File: config.mk
export PLATFORM = sky130hd
export DESIGN_NAME = errgrp_access_filter
export DESIGN_NICKNAME = d
export VERILOG_FILES = /design/src/rtl/eaf_pkg.sv /design/src/rtl/eaf_cfg_store.sv /design/src/rtl/eaf_perm_select.sv /design/src/rtl/eaf_verdict.sv /design/src/rtl/errgrp_access_filter.sv
export SDC_FILE = /design/constraint.sdc
export NUM_CORES = 1
export LEC_CHECK = 0
export ABC_AREA = 0
export ABC_CLOCK_PERIOD_IN_PS = 3200
export BUFFER_PORTS_ARGS = -buffer_cell sky130_fd_sc_hd__buf_2
export CAP_MARGIN = 15
export CELL_PAD_IN_SITES_DETAIL_PLACEMENT = 2
export CELL_PAD_IN_SITES_GLOBAL_PLACEMENT = 2
export CORE_MARGIN = 2
export CORE_UTILIZATION = 22
export CTS_CLUSTER_SIZE = 12
export DETAILED_ROUTE_END_ITERATION = 8
export PLACE_DENSITY = 0.75
export SLEW_MARGIN = 5
export SYNTH_ARGS = -nofsm -noshare
export SYNTH_HDL_FRONTEND = slang
export SYNTH_HIERARCHICAL = 1
export SYNTH_SLANG_ARGS = --single-unit
File: constraint.sdc
create_clock -name clk -period 3.2 [get_ports clk]
set_input_delay 0.48 -clock clk [delete_from_list [all_inputs] [get_ports clk]]
set_output_delay 0.48 -clock clk [all_outputs]
set_load 0.05 [all_outputs]
File: src/rtl/eaf_pkg.sv
package eaf_pkg;

    localparam int CFG_W   = 64;
    localparam int PERM_W  = 6;

    typedef enum logic [1:0] {
        SEC_NS    = 2'b00,
        SEC_S     = 2'b01,
        SEC_REALM = 2'b10,
        SEC_ROOT  = 2'b11
    } sec_e;

    typedef enum logic [1:0] {
        LVL_NONE = 2'd0,
        LVL_RO   = 2'd1,
        LVL_RW   = 2'd2
    } level_e;

    typedef enum logic [2:0] {
        V_IDLE       = 3'd0,
        V_CFG_OPEN   = 3'd1,
        V_CFG_HIDDEN = 3'd2,
        V_STATUS     = 3'd3,
        V_PASS_RW    = 3'd4,
        V_PASS_RO    = 3'd5,
        V_BLOCKED    = 3'd6
    } verdict_e;

    // 11 -> read-write, 01 -> read-only, 00 and reserved 10 -> blocked
    function automatic level_e code_to_level(input logic [1:0] code);
        level_e lvl;
        case (code)
            2'b11:   lvl = LVL_RW;
            2'b01:   lvl = LVL_RO;
            default: lvl = LVL_NONE;
        endcase
        return lvl;
    endfunction

endpackage

File: src/rtl/eaf_cfg_store.sv
module eaf_cfg_store
    import eaf_pkg::*;
#(
    parameter bit                SPLIT    = 1'b1,
    parameter logic [PERM_W-1:0] RST_PERM = 6'b11_01_11
) (
    input  logic             clk,
    input  logic             rst_n,
    input  logic             recov_clr,
    input  logic             we,
    input  logic [CFG_W-1:0] wdata,
    output logic [CFG_W-1:0] word,
    output logic [1:0]       ns_code,
    output logic [1:0]       s_code,
    output logic [1:0]       r_code
);

    localparam int HI_W  = CFG_W / 2;
    localparam int GAP_W = HI_W - 1 - PERM_W;

    logic [1:0]      ns_q;
    logic [HI_W-1:0] hi_q;

    always_ff @(posedge clk or negedge rst_n) begin
        if (!rst_n) begin
            ns_q <= RST_PERM[1:0];
            hi_q <= '0;
        end else if (recov_clr) begin
            ns_q <= RST_PERM[1:0];
        end else if (we) begin
            ns_q <= wdata[1:0];
            hi_q <= wdata[CFG_W-1:HI_W];
        end
    end

    assign ns_code = ns_q;

    generate
        if (SPLIT) begin : g_split
            logic [1:0] s_q;
            logic [1:0] r_q;
            always_ff @(posedge clk or negedge rst_n) begin
                if (!rst_n) begin
                    s_q <= RST_PERM[3:2];
                    r_q <= RST_PERM[5:4];
                end else if (recov_clr) begin
                    s_q <= RST_PERM[3:2];
                    r_q <= RST_PERM[5:4];
                end else if (we) begin
                    s_q <= wdata[3:2];
                    r_q <= wdata[5:4];
                end
            end
            assign s_code = s_q;
            assign r_code = r_q;
        end else begin : g_shared
            assign s_code = 2'b00;
            assign r_code = 2'b00;
        end
    endgenerate

    assign word = {hi_q, 1'b1, {GAP_W{1'b0}}, r_code, s_code, ns_q};

endmodule

File: src/rtl/eaf_perm_select.sv
module eaf_perm_select
    import eaf_pkg::*;
#(
    parameter bit HAS_REALM = 1'b1,
    parameter bit SPLIT     = 1'b1
) (
    input  sec_e       sec,
    input  logic [1:0] ns_code,
    input  logic [1:0] s_code,
    input  logic [1:0] r_code,
    output level_e     level,
    output logic       state_ok,
    output logic       cfg_ok
);

    always_comb begin
        state_ok = HAS_REALM || (sec != SEC_REALM);
        cfg_ok   = (sec == SEC_ROOT) || (!HAS_REALM && (sec == SEC_S));
        unique case (sec)
            SEC_ROOT: level = LVL_RW;
            SEC_NS:   level = code_to_level(ns_code);
            SEC_S: begin
                if (!HAS_REALM)  level = LVL_RW;
                else if (SPLIT)  level = code_to_level(s_code);
                else             level = code_to_level(ns_code);
            end
            SEC_REALM: begin
                if (!HAS_REALM)  level = LVL_NONE;
                else if (SPLIT)  level = code_to_level(r_code);
                else             level = code_to_level(ns_code);
            end
            default: level = LVL_NONE;
        endcase
    end

endmodule

File: src/rtl/eaf_verdict.sv
module eaf_verdict
    import eaf_pkg::*;
#(
    parameter int                ADDR_W   = 12,
    parameter logic [ADDR_W-1:0] CFG_OFS  = 12'hE40,
    parameter logic [ADDR_W-1:0] STAT_OFS = 12'hE00
) (
    input  logic              req_valid,
    input  logic              req_write,
    input  logic [ADDR_W-1:0] req_addr,
    input  level_e            level,
    input  logic              state_ok,
    input  logic              cfg_ok,
    output verdict_e          verdict
);

    logic hit_cfg;
    logic hit_stat;

    assign hit_cfg  = (req_addr == CFG_OFS);
    assign hit_stat = (req_addr == STAT_OFS);

    always_comb begin
        if (!req_valid)
            verdict = V_IDLE;
        else if (hit_cfg)
            verdict = cfg_ok ? V_CFG_OPEN : V_CFG_HIDDEN;
        else if (hit_stat && !req_write && state_ok)
            verdict = V_STATUS;
        else begin
            unique case (level)
                LVL_RW:  verdict = V_PASS_RW;
                LVL_RO:  verdict = V_PASS_RO;
                default: verdict = V_BLOCKED;
            endcase
        end
    end

endmodule

File: src/rtl/errgrp_access_filter.sv
module errgrp_access_filter
    import eaf_pkg::*;
#(
    parameter int                ADDR_W       = 12,
    parameter logic [ADDR_W-1:0] CFG_OFS      = 12'hE40,
    parameter logic [ADDR_W-1:0] STAT_OFS     = 12'hE00,
    parameter bit                HAS_REALM    = 1'b1,
    parameter bit                SPLIT_FIELDS = 1'b1,
    parameter logic [5:0]        RST_PERM     = 6'b11_01_11
) (
    input  logic              clk,
    input  logic              rst_n,
    input  logic              recov_clr,
    input  logic              req_valid,
    input  logic              req_write,
    input  logic [1:0]        req_sec,
    input  logic [ADDR_W-1:0] req_addr,
    input  logic [63:0]       req_wdata,
    output logic [63:0]       rsp_rdata,
    output logic              grp_valid,
    output logic              grp_write,
    output logic [ADDR_W-1:0] grp_addr,
    output logic [63:0]       grp_wdata,
    input  logic [63:0]       grp_rdata
);

    localparam bit SPLIT_EFF = HAS_REALM && SPLIT_FIELDS;

    logic [CFG_W-1:0] cfg_word;
    logic [1:0]       ns_code, s_code, r_code;
    logic             cfg_we;
    level_e           level;
    logic             state_ok, cfg_ok;
    verdict_e         verdict;

    eaf_cfg_store #(
        .SPLIT    (SPLIT_EFF),
        .RST_PERM (RST_PERM)
    ) u_store (
        .clk       (clk),
        .rst_n     (rst_n),
        .recov_clr (recov_clr),
        .we        (cfg_we),
        .wdata     (req_wdata),
        .word      (cfg_word),
        .ns_code   (ns_code),
        .s_code    (s_code),
        .r_code    (r_code)
    );

    eaf_perm_select #(
        .HAS_REALM (HAS_REALM),
        .SPLIT     (SPLIT_EFF)
    ) u_perm (
        .sec      (sec_e'(req_sec)),
        .ns_code  (ns_code),
        .s_code   (s_code),
        .r_code   (r_code),
        .level    (level),
        .state_ok (state_ok),
        .cfg_ok   (cfg_ok)
    );

    eaf_verdict #(
        .ADDR_W   (ADDR_W),
        .CFG_OFS  (CFG_OFS),
        .STAT_OFS (STAT_OFS)
    ) u_verdict (
        .req_valid (req_valid),
        .req_write (req_write),
        .req_addr  (req_addr),
        .level     (level),
        .state_ok  (state_ok),
        .cfg_ok    (cfg_ok),
        .verdict   (verdict)
    );

    assign grp_addr  = req_addr;
    assign grp_wdata = req_wdata;

    // Output process: one action per verdict
    always_comb begin
        grp_valid = 1'b0;
        grp_write = 1'b0;
        rsp_rdata = '0;
        cfg_we    = 1'b0;
        unique case (verdict)
            V_IDLE, V_CFG_HIDDEN, V_BLOCKED: begin
            end
            V_CFG_OPEN: begin
                cfg_we = req_write;
                if (!req_write) rsp_rdata = cfg_word;
            end
            V_STATUS: begin
                grp_valid = 1'b1;
                rsp_rdata = grp_rdata;
            end
            V_PASS_RW: begin
                grp_valid = 1'b1;
                grp_write = req_write;
                if (!req_write) rsp_rdata = grp_rdata;
            end
            V_PASS_RO: begin
                if (!req_write) begin
                    grp_valid = 1'b1;
                    rsp_rdata = grp_rdata;
                end
            end
            default: begin
            end
        endcase
    end

endmodule

* Yosys cells after proc, flatten, opt, wreduce, memory -nomap -nowiden
Cells that the tools add are included.
** Operators by class
- Equality and inequality tests :: 17
- Bitwise gates (word level) :: 1
- Mux-type cells :: 22
- Reductions and logical operators :: 7
** Operators with widths (count)
- $pmux 64 s3 :: 1
- $mux 64 :: 2
- $eq 12x12->1 const B :: 2
- $pmux 2 s2 :: 4
- $mux 2 :: 7
- $eq 2x2->1 const B :: 6
- $eq 2x1->1 const B :: 5
- $mux 3 :: 3
- $pmux 2 s4 :: 1
- $eq 3x3->1 const B :: 2
- $reduce_or 2->1 :: 2
- $eq 3x1->1 const B :: 1
- $eq 3x2->1 const B :: 1
- $mux 1 :: 3
- $logic_not 2->1 :: 1
- $pmux 1 s2 :: 1
- $reduce_and 2->1 :: 1
- $reduce_bool 2->1 :: 1
- $logic_and 1x1->1 :: 1
- $logic_not 1->1 :: 1
- $not 1->1 :: 1
** Word-level totals
- Word-level logic and storage cells :: 51
- Output and inout bits :: 142
- Bits of input ports :: 147
- Bits in registers :: 38

* Logic depth before layout (Yosys ltp)
Gate-level depths: netlist of run 1.
- Depth in word-level cells :: 12
- Mapped depth :: 13
- Mapped depth without buffers :: 9

* Cells and area by module
The synthesis of run 1 kept the hierarchy.
** Modules (own cells, without submodules)
- errgrp_access_filter :: area an instance 2835.2 um2, sequential area each 0.0 um2, cells an instance 383, times used 1
- eaf_cfg_store :: area an instance 1851.8 um2, sequential area each 957.2 um2, cells an instance 122, times used 1
- eaf_verdict :: area an instance 113.9 um2, sequential area each 0.0 um2, cells an instance 15, times used 1
- eaf_perm_select :: area an instance 80.1 um2, sequential area each 0.0 um2, cells an instance 11, times used 1

* Worst setup path after synthesis of run 1
No wires, ideal clock.
- Path kind :: reg2out
- Start :: register u_store.g_split.s_q[0] (netlist: u_store/s_code[0])
- End :: output grp_write
- Cell stages (with the launch flop) :: 9
- Slack :: -0.634 ns
- Arrival time :: 3.354 ns
- Required time :: 2.720 ns
- Cell sequence :: dfstp_2 or4bb_1 o311ai_1 ha_1 inv_1 a221oi_1 clkbuf_2 clkbuf_1 nor4bb_1
** On the way
- Word-level cells in the longest chain between the ends :: 10
- Elaborated cells between the ends (all ways) :: 12
- Those cells by class :: eq/ne (5); mux (7)
** Ends and longest elaborated chain
- from (decl) :: line eaf_cfg_store.sv:40 : logic [1:0] s_q;
- from (signal assigned) :: line eaf_cfg_store.sv:44 : s_q <= RST_PERM[3:2];
- from (signal assigned) :: line eaf_cfg_store.sv:47 : s_q <= RST_PERM[3:2];
- from (signal assigned) :: line eaf_cfg_store.sv:50 : s_q <= wdata[3:2];
- $eq 2x1->1 or $eq 2x2->1 (tied branches) :: line eaf_pkg.sv:32 : case (code)
- $pmux 2 s2 (*) :: line eaf_pkg.sv:32
- $pmux 2 s4 (*) :: line eaf_perm_select.sv:19 : unique case (sec)
- via level[0] :: line errgrp_access_filter.sv:32 : level_e level;
- $eq 2x1->1 or $eq 2x2->1 (tied branches) :: line eaf_verdict.sv:31 : unique case (level)
- $pmux 2 s2 (*) :: line eaf_verdict.sv:31
- $mux 3 (*) :: line eaf_verdict.sv:28 : else if (hit_stat && !req_write && state_ok)
- $mux 3 (*) :: line eaf_verdict.sv:26 : else if (hit_cfg)
- $mux 3 (*) :: line eaf_verdict.sv:24 : if (!req_valid)
- via verdict[1] :: line errgrp_access_filter.sv:34 : verdict_e verdict;
- $eq 3x3->1 (*) :: line errgrp_access_filter.sv:87 : unique case (verdict)
- $mux 1 (*) :: line errgrp_access_filter.sv:87
- to (decl) :: line errgrp_access_filter.sv:21 : output logic grp_write,
The timed path passes the listed nets; every way through them passes the cells marked *.

* Worst setup path in the final report of run 1
- Start :: register u_store.g_split.s_q[0] (netlist: u_store/s_code[0])
- End :: output rsp_rdata[37]
** On the way
- Word-level cells in the longest chain between the ends :: 11
- Elaborated cells between the ends (all ways) :: 16
- Those cells by class :: eq/ne (8); mux (7); reduce/logical (1)
** Ends and longest elaborated chain
- $eq 2x1->1 or $eq 2x2->1 (tied branches) :: line eaf_pkg.sv:32
- $pmux 2 s2 (*) :: line eaf_pkg.sv:32
- $pmux 2 s4 (*) :: line eaf_perm_select.sv:19
- via level[0] :: line errgrp_access_filter.sv:32
- $eq 2x1->1 or $eq 2x2->1 (tied branches) :: line eaf_verdict.sv:31
- $pmux 2 s2 (*) :: line eaf_verdict.sv:31
- $mux 3 (*) :: line eaf_verdict.sv:28
- $mux 3 (*) :: line eaf_verdict.sv:26
- $mux 3 (*) :: line eaf_verdict.sv:24
- via verdict[0] :: line errgrp_access_filter.sv:34
- $eq 3x3->1 :: line errgrp_access_filter.sv:87
- $reduce_or 2->1 (no line)
- $pmux 64 s3 (*) :: line errgrp_access_filter.sv:87
- to (decl) :: line errgrp_access_filter.sv:19 : output logic [63:0] rsp_rdata,
Marked as above.

==> run metrics, run 1 <==
status finished with violations; failing checks setup timing; CP arrival 3.15 ns; Synth Warn # 6; Gate Count Post-Synth 531; CTS tree done; setup ws final -0.4319 ns; CTS Buf Count 5; maximum VDD drop 0.0001545 V; Root Buffer clkbuf_16; Max Cap Viol 0; fin. max-slew vios 0; Via density 4.686; WL final 19520 um; DP Area 0.006569 mm2; drt drc 0; Tmin final 3.632 ns; P&R area growth vs syn 58.81%; drt wl/cell 19.90 um; H-tree depth 2; via count 4597; ys flop type dfrtp_1; Cell variety after synth 41; Core Footprint 0.02182 mm2; CTS Sinks 38; power per cell area 303.7 mW/mm2; GPL Wtd Cong 0.6969; GRT Util Overall 16.43%; Final Hold Fails 0; die width 153.0 um; vias in the first global route 5252; Async SR Flop Fraction 100.0%; synth top area cells o221ai_2 18%, buf_4 17%, dfrtp_1 17%; Slew @ Worst Pin 1.030 ns; Tcrit/Tclk final 113.5%; Worst setup SP type flop; Synth top area share 18.15%; post-synth top area cell o221ai_2; synthesized area 0.004881 mm2; Critical Path Fanout Max 25; Port Buffer Count 236; Power Total 2.354 mW; largest net degree at the start of global routing 71; dpl hpwl 13590 um; leakage power 3.151 nW; die area 0.02339 mm2; Fin Clk Skew 0.005141 ns; Die Y 153.0 um; Fin Hold WS 0.3743 ns; RSZ-0062 raised after global routing yes; first-pass GRT wire length 30370 um; Setup violations, final 98; Design Area, Final 0.007751 mm2; DRT antenna net count 0; initial antenna violation count 1; Clock Latency Late Sink 0.29 ns; Slew Limit Headroom 31.32%; Initial Utilization 22.37%; WS Path Type reg2out; syn_area_per_cell 9.192 um2; # hold bufs at CTS 0; FP Rows 54; Max Root-Sink Buffers 2; top-level port count 289; Peak Freq 275.3 MHz; clk slew on worst S/H paths 0.06 ns; Critical Path Sink Type primary output; hold crit path type in2async; synthesized flop and latch total 38; Layout Nets 848; Pre-antenna DRT Iters 4; layout cells sized above 1 60.00%; grt ovf 0; Iter 0 DRT Violations 129; sequential fraction of the synthesis area 19.61%; EDFF count, synth 0; worst endpoint required time 2.72 ns
registers in the layout (all words and copies together), names as in the netlist:
name / count
u_store/r_code: 2
u_store/hi_q: 32
u_store/ns_code: 2
u_store/s_code: 2
path summary, 6_finish.rpt:
check,from,endpoint,slack [ns],cells past startpoint
worst min register to register,u_store/hi_q[26],u_store/hi_q[26],0.51,1
max in group asynchronous,rst_n,u_store/s_code[1],2.19,1
min in group clk,req_wdata[1],u_store/ns_code[1],0.43,2
worst max-delay path,u_store/s_code[0],rsp_rdata[37],-0.43,9
worst max register to register,u_store/s_code[0],u_store/hi_q[8],-0.10,13
worst min-delay path,rst_n,u_store/hi_q[15],0.37,1
synth_stat cells (all sizes together), types with 2 or more instances:
cell and n:
inv 69, nor2b 7, dfrtp 33, nand2 64
dfstp 5, o21ai 2, buf 128, a211o 5
or4bb 2, o221ai 63, mux2 32, nand4b 64
a221oi 2, or4b 2, nor4bb 2, conb 3
and2 2, clkbuf 30
report_power, final:
part / switching (mW) / leakage, nW / internal (mW)
clock: 0.213 / 0.0829 / 0.385
combinational: 0.697 / 2.57 / 0.492
sequential: 0.0313 / 0.497 / 0.536
placed cells by master, fill, tap and decap left out, drive strengths merged, types with 2 or more instances in the layout:
cell type  count
or4bb          2
dfstp          5
a211o          5
and2           2
nor4bb         2
nand2         64
dfrtp         33
conb          27
o221ai        63
nand4b        64
nor2b          7
a221oi         2
mux2          32
clkbuf         9
buf          292
or4b           2
inv           69
o21ai          2
cell families after synthesis:
logic type | synth area share, %
flops | 19.61
fa+ha+maj | 0.2563
other cells | 0.2307
mux | 9.895
compound gates | 21.38
buf+inv | 28.22
simple gates | 20.40
per-stage QoR:
step	setup slack, ns	utilization [%]	TNS (ns)	std cells
after floorplan	-0.1458	-	-6.826	555
after global placement	-0.2707	30.10	-14.79	947
after detailed placement	-0.3418	30.10	-19.85	947
after CTS	-0.4471	35.25	-23.07	975
after global routing	-0.5461	35.52	-36.05	981
final	-0.4319	35.52	-24.10	981
worst max-delay path, cell delays in order (launching register included):
cell	delay, ns
dfstp_2	0.54
or4bb_1	0.50
o311ai_2	0.10
ha_1	0.20
inv_1	0.06
a221oi_4	0.27
or4b_4	0.53
buf_12	0.21
o221ai_4	0.22
buf_6	0.19
timing repair:
item | 4_1_cts | 5_1_grt
gates cloned | 10 | 3
resized for setup | 155 | 9
setup endpoints to repair | 66 | 87
setup buffers | 11 | 7
pin swaps | 4 | 7
metal layers:
| metal | vias up | track usage [%] | share of wire [%] |
|---|---|---|---|
| met5 | - | 0 | 0 |
| met4 | 0 | 3.616 | 0.99 |
| met3 | 18 | 3.147 | 4.9 |
| met2 | 170 | 30.58 | 54 |
| met1 | 2318 | 19.50 | 40 |
| li1 | 2091 | - | - |
layout make-up:
class | count | area, um2
Antenna cell | 1 | 2.502
Clock buffer | 6 | 138.9
Fill cell | 2340 | 14070
Clock inverter | 1 | 30.03
Timing Repair Buffer | 296 | 2590
Inverter | 69 | 259.0
Tap cell | 280 | 350.3
Sequential cell | 38 | 957.2
Multi-Input combinational cell | 290 | 3423
No activity file was read; power rests on OpenSTA's default activity.
==> inputs of run 2 (changes only) <==
Settings changed: TNS_END_PERCENT set to 10.
==> run 2 against run 1 <==
Compared with the run above: the flow still finishes with violations (setup timing); largest cell class unchanged; design area is 12% lower; via count down 3.0%; worst hold slack worse by 0.029 ns; wire length down 15%; critical endpoint is now rsp_rdata[58].
==> run metrics, run 2 (same netlist as run 1, synthesis figures left out) <==
status finished with violations; failing checks setup timing; WL final 16630 um; P_sw 871.1 uW; H-tree depth 2; drt drc 0; CTS tree done; via count 4458; placed cell count 943; CTS Buf Count 5; Initial Utilization 22.37%; Core Footprint 0.02182 mm2; vias in the first global route 4818; Fin Clk Skew 0.005931 ns; first-pass GRT wire length 26920 um; Port Buffer Count 236; P&R area growth vs syn 39.35%; post-route insts no fill 954; CTS Sinks 38; Clock Latency Late Sink 0.29 ns; GRT Util Overall 14.07%; Pre-antenna DRT Iters 4; r2r endpoint u_store/hi_q[27]; leakage power 2.835 nW; max reg flops 32; commonest non-fill, non-tap cell in the layout buf_2; dpl ws -0.3015 ns; worst endpoint required time 2.72 ns; fin. max-slew vios 0; power per cell area 327.2 mW/mm2; Layout Nets 820; Reg2Reg Depth 11; initial antenna violation count 1; Critical Path Sink Type primary output; clk slew on worst S/H paths 0.06 ns; Final Hold Fails 0; sequential power share 25.5%; layout cells sized above 1 58.40%; maximum VDD drop 0.0002028 V; Root Buffer clkbuf_16; drt wl/cell 17.43 um; most frequent cells in the layout 175 x buf_2, 68 x inv_1, 64 x nand4b_1, 64 x nand2_1, 43 x buf_6; setup ws final -0.3933 ns; DP Area 0.006198 mm2; Slew @ Worst Pin 0.9630 ns; hold crit path type in2async; Design Area, Final 0.006802 mm2; FF-to-FF Start u_store/s_code[0]; Setup TNS Final -19.43 ns; Tmin final 3.593 ns; Tcrit/Tclk final 112.3%; Max Root-Sink Buffers 2; Iter 0 DRT Violations 114; WS Path Type reg2out; Setup violations, final 65; Top reg by flops u_store/hi_q; top-level port count 289; FP Rows 54; largest net degree at the start of global routing 75; Power Total 2.226 mW; CP arrival 3.11 ns; Max Cap Viol 0; die width 153.0 um; die area 0.02339 mm2; Peak Freq 278.3 MHz; dpl hpwl 12570 um; Critical Path Fanout Max 20; r2r setup slk 0.06 ns; grt ovf 0; GPL Wtd Cong 0.7060; Slew Limit Headroom 35.80%; Worst setup SP type flop; DRT antenna net count 0; Core Util, Final 31.17%; Comb power frac 43.6%; Die Y 153.0 um; Fin Hold WS 0.3457 ns; internal power of the cells 1.355 mW; Via density 4.673; Clock Power Share 30.9%; switching portion of total power 39.14%; RSZ-0062 raised after global routing yes
## run 2: cell type report
cell class              count  area [um2]
multi-input cells         290        3133
flip-flops and latches     38       957.2
clock buffers               6       138.9
diodes                      1       2.502
repair buffers            268        1901
well taps                 280       350.3
inverters                  69       259.0
fillers                  2460       15020
clock inverters             2       60.06
## run 2: worst max path at each step
stage	from	end	slack, ns	cells after the start
after floorplan	u_store/s_code[0]	rsp_rdata[53]	-0.15	10
after global placement	req_sec[0]	rsp_rdata[58]	-0.26	10
after detailed placement	req_sec[1]	rsp_rdata[34]	-0.30	10
after CTS	u_store/s_code[0]	rsp_rdata[58]	-0.42	9
after global routing	u_store/s_code[0]	rsp_rdata[45]	-0.51	9
final	u_store/s_code[0]	rsp_rdata[58]	-0.39	9
## run 2: repair_timing
action | in CTS | in global routing
setup buffers | 2 | 0
pin swaps | 1 | 0
gates resized for setup | 104 | 20
endpoints found under the setup margin | 98 | 98
hold buffers | 0 | 0
## run 2: routing by layer
metal	global-route usage, %	up-vias	routed length, um
met5	0	-	0
met4	3.263	0	288
met2	25.58	185	8634
met1	17.00	2218	6658
li1	-	2032	-
met3	2.892	23	1045
## run 2: critical path, cell delays in order (launching register included)
cell,delay [ns]
dfstp_2,0.53
or4bb_1,0.49
o311ai_2,0.11
ha_1,0.20
inv_1,0.06
a221oi_4,0.26
or4b_4,0.54
buf_12,0.21
o221ai_2,0.21
buf_6,0.19
## run 2: power groups by stage
stage                     clock network (mW)  logic, mW  registers [mW]
after detailed placement                   0      0.921           0.574
after global placement                     0      0.907           0.572
after floorplan                            0      0.795           0.565
final                                  0.688      0.971           0.567
after CTS                              0.727      0.973           0.567
after global routing                   0.733       1.03           0.574
==> inputs of run 3 (changes only) <==
Settings changed: BUFFER_PORTS_ARGS -buffer_cell sky130_fd_sc_hd__buf_2 to -buffer_cell sky130_fd_sc_hd__clkbuf_2.
==> run 3 against run 2 <==
Compared with the run above: the flow still finishes with violations (setup timing); design area up 6.5%; clock power down 1%; total power up 2.9%; sequential share of layout area down 0.85 points; worst hold slack worse by 0.21 ns; core utilization up 2.0 points; fmax down 1.6%; register-to-register slack worse by 0.12 ns; largest cell class unchanged; largest power group unchanged.
==> run metrics, run 3 (same netlist as run 1, synthesis figures left out) <==
Tmin final 3.651 ns; post-route insts no fill 958; Fin Clk Skew 0.006215 ns; top-level port count 289; P&R area growth vs syn 48.35%; Max stage delay cell, worst path or4b_4; fin. max-slew vios 0; CTS tree done; Setup TNS Final -22.86 ns; hold crit path type in2async; Initial Utilization 22.37%; DRT antenna net count 0; Root Buffer clkbuf_16; commonest non-fill, non-tap cell in the layout clkbuf_2; CTS Buf Count 5; leakage power 3.004 nW; clk slew on worst S/H paths 0.06 ns; Die Y 153.0 um; RSZ-0062 raised after global routing yes; Setup violations, final 82; Top reg by flops u_store/hi_q; Pre-antenna DRT Iters 4; WL final 17610 um; Clock Latency Late Sink 0.29 ns; placed cell count 947; GPL Wtd Cong 0.7130; power per cell area 316.4 mW/mm2; status finished with violations; H-tree depth 2; Worst path max stage delay 0.56 ns; fill count 2397; vias in the first global route 5011; Diodes inserted 0; Worst setup SP type flop; Fin Hold WS 0.1379 ns; Via density 4.642; Critical Path Sink Type primary output; dpl ws -0.2896 ns; FP Rows 54; WS Path Type reg2out; Iter 0 DRT Violations 131; grt ovf 0; drt wl/cell 18.38 um; Max Cap Viol 0; Core Footprint 0.02182 mm2; Peak Freq 273.9 MHz; cells along the critical path or4bb_1 > o311ai_2 > ha_2 > inv_2 > a221oi_4 > or4b_4 > buf_12 > o221ai_2 > buf_8; CP arrival 3.17 ns; Max Root-Sink Buffers 2; layout cells sized above 1 59.00%; die width 153.0 um; maximum VDD drop 0.0001691 V; r2r setup slk -0.06 ns; Layout Nets 825; first-pass GRT wire length 28260 um; die area 0.02339 mm2; largest net degree at the start of global routing 75; CTS Sinks 38; via count 4447; drt drc 0; GRT Util Overall 14.98%; setup ws final -0.4506 ns; worst endpoint required time 2.72 ns; initial antenna violation count 0; Port Buffer Count 236; dpl hpwl 13350 um; max reg flops 32; failing checks setup timing; Final Hold Fails 0; Critical Path Fanout Max 19; most frequent cells in the layout 170 x clkbuf_2, 67 x inv_1, 64 x nand4b_1, 64 x nand2_1, 34 x o221ai_4; Tcrit/Tclk final 114.1%
-- run 3: power breakdown --
| part | total (mW) | internal, mW | switching [mW] |
|---|---|---|---|
| Combinational | 1.04 | 0.404 | 0.640 |
| Clock | 0.680 | 0.468 | 0.211 |
| Sequential | 0.567 | 0.536 | 0.0309 |
-- run 3: metal layers --
metal	track usage (%)	vias up	wire [um]
met5	0	-	0
met4	3.924	0	340
met3	3.799	23	1093
met2	27.53	165	9242
met1	17.24	2213	6933
li1	-	2046	-
-- run 3: area by class of cell --
cell class / count / area, um2 / share of cell area, %
clock buffers: 6 / 138.9 / 1.918
well taps: 280 / 350.3 / 4.838
multi-input cells: 290 / 3148 / 43.48
inverters: 69 / 259.0 / 3.577
flip-flops and latches: 38 / 957.2 / 13.22
clock inverters: 2 / 60.06 / 0.8294
repair buffers: 273 / 2327 / 32.14
-- run 3: final timing paths --
check	from	endpoint	depth (start not counted)
worst max-delay path	u_store/s_code[0]	rsp_rdata[59]	9
worst min-delay path	rst_n	u_store/hi_q[18]	1
worst max register to register	u_store/s_code[0]	u_store/hi_q[27]	11
worst min register to register	u_store/hi_q[27]	u_store/hi_q[27]	1
max in group asynchronous	rst_n	u_store/hi_q[4]	2
min in group clk	req_wdata[0]	u_store/ns_code[0]	2
-- run 3: critical path: cells and delay by family, from the launching register on --
kind	cells	cell delay [ns]
DFF	1	0.55
AOI/OAI and AO/OA	3	0.59
adders and majority gates	1	0.23
and+or+nand+nor	2	1.05
buffers and inverters	3	0.43
-- run 3: metrics by stage --
| stage | instance area, um2 | utilization (%) | power, mW |
|---|---|---|---|
| floorplan | 5398 | - | 1.361 |
| global placement | 6526 | 29.90 | 1.537 |
| detailed placement | 6526 | 29.90 | 1.556 |
| CTS | 7183 | 32.91 | 2.319 |
| global route | 7241 | 33.18 | 2.412 |
| finish | 7241 | 33.18 | 2.291 |
-- run 3: repair_timing --
action,in CTS,in global routing
setup buffers,3,0
pin swaps,1,1
resized for setup,102,40
hold buffers,0,0
setup endpoints to repair,98,98
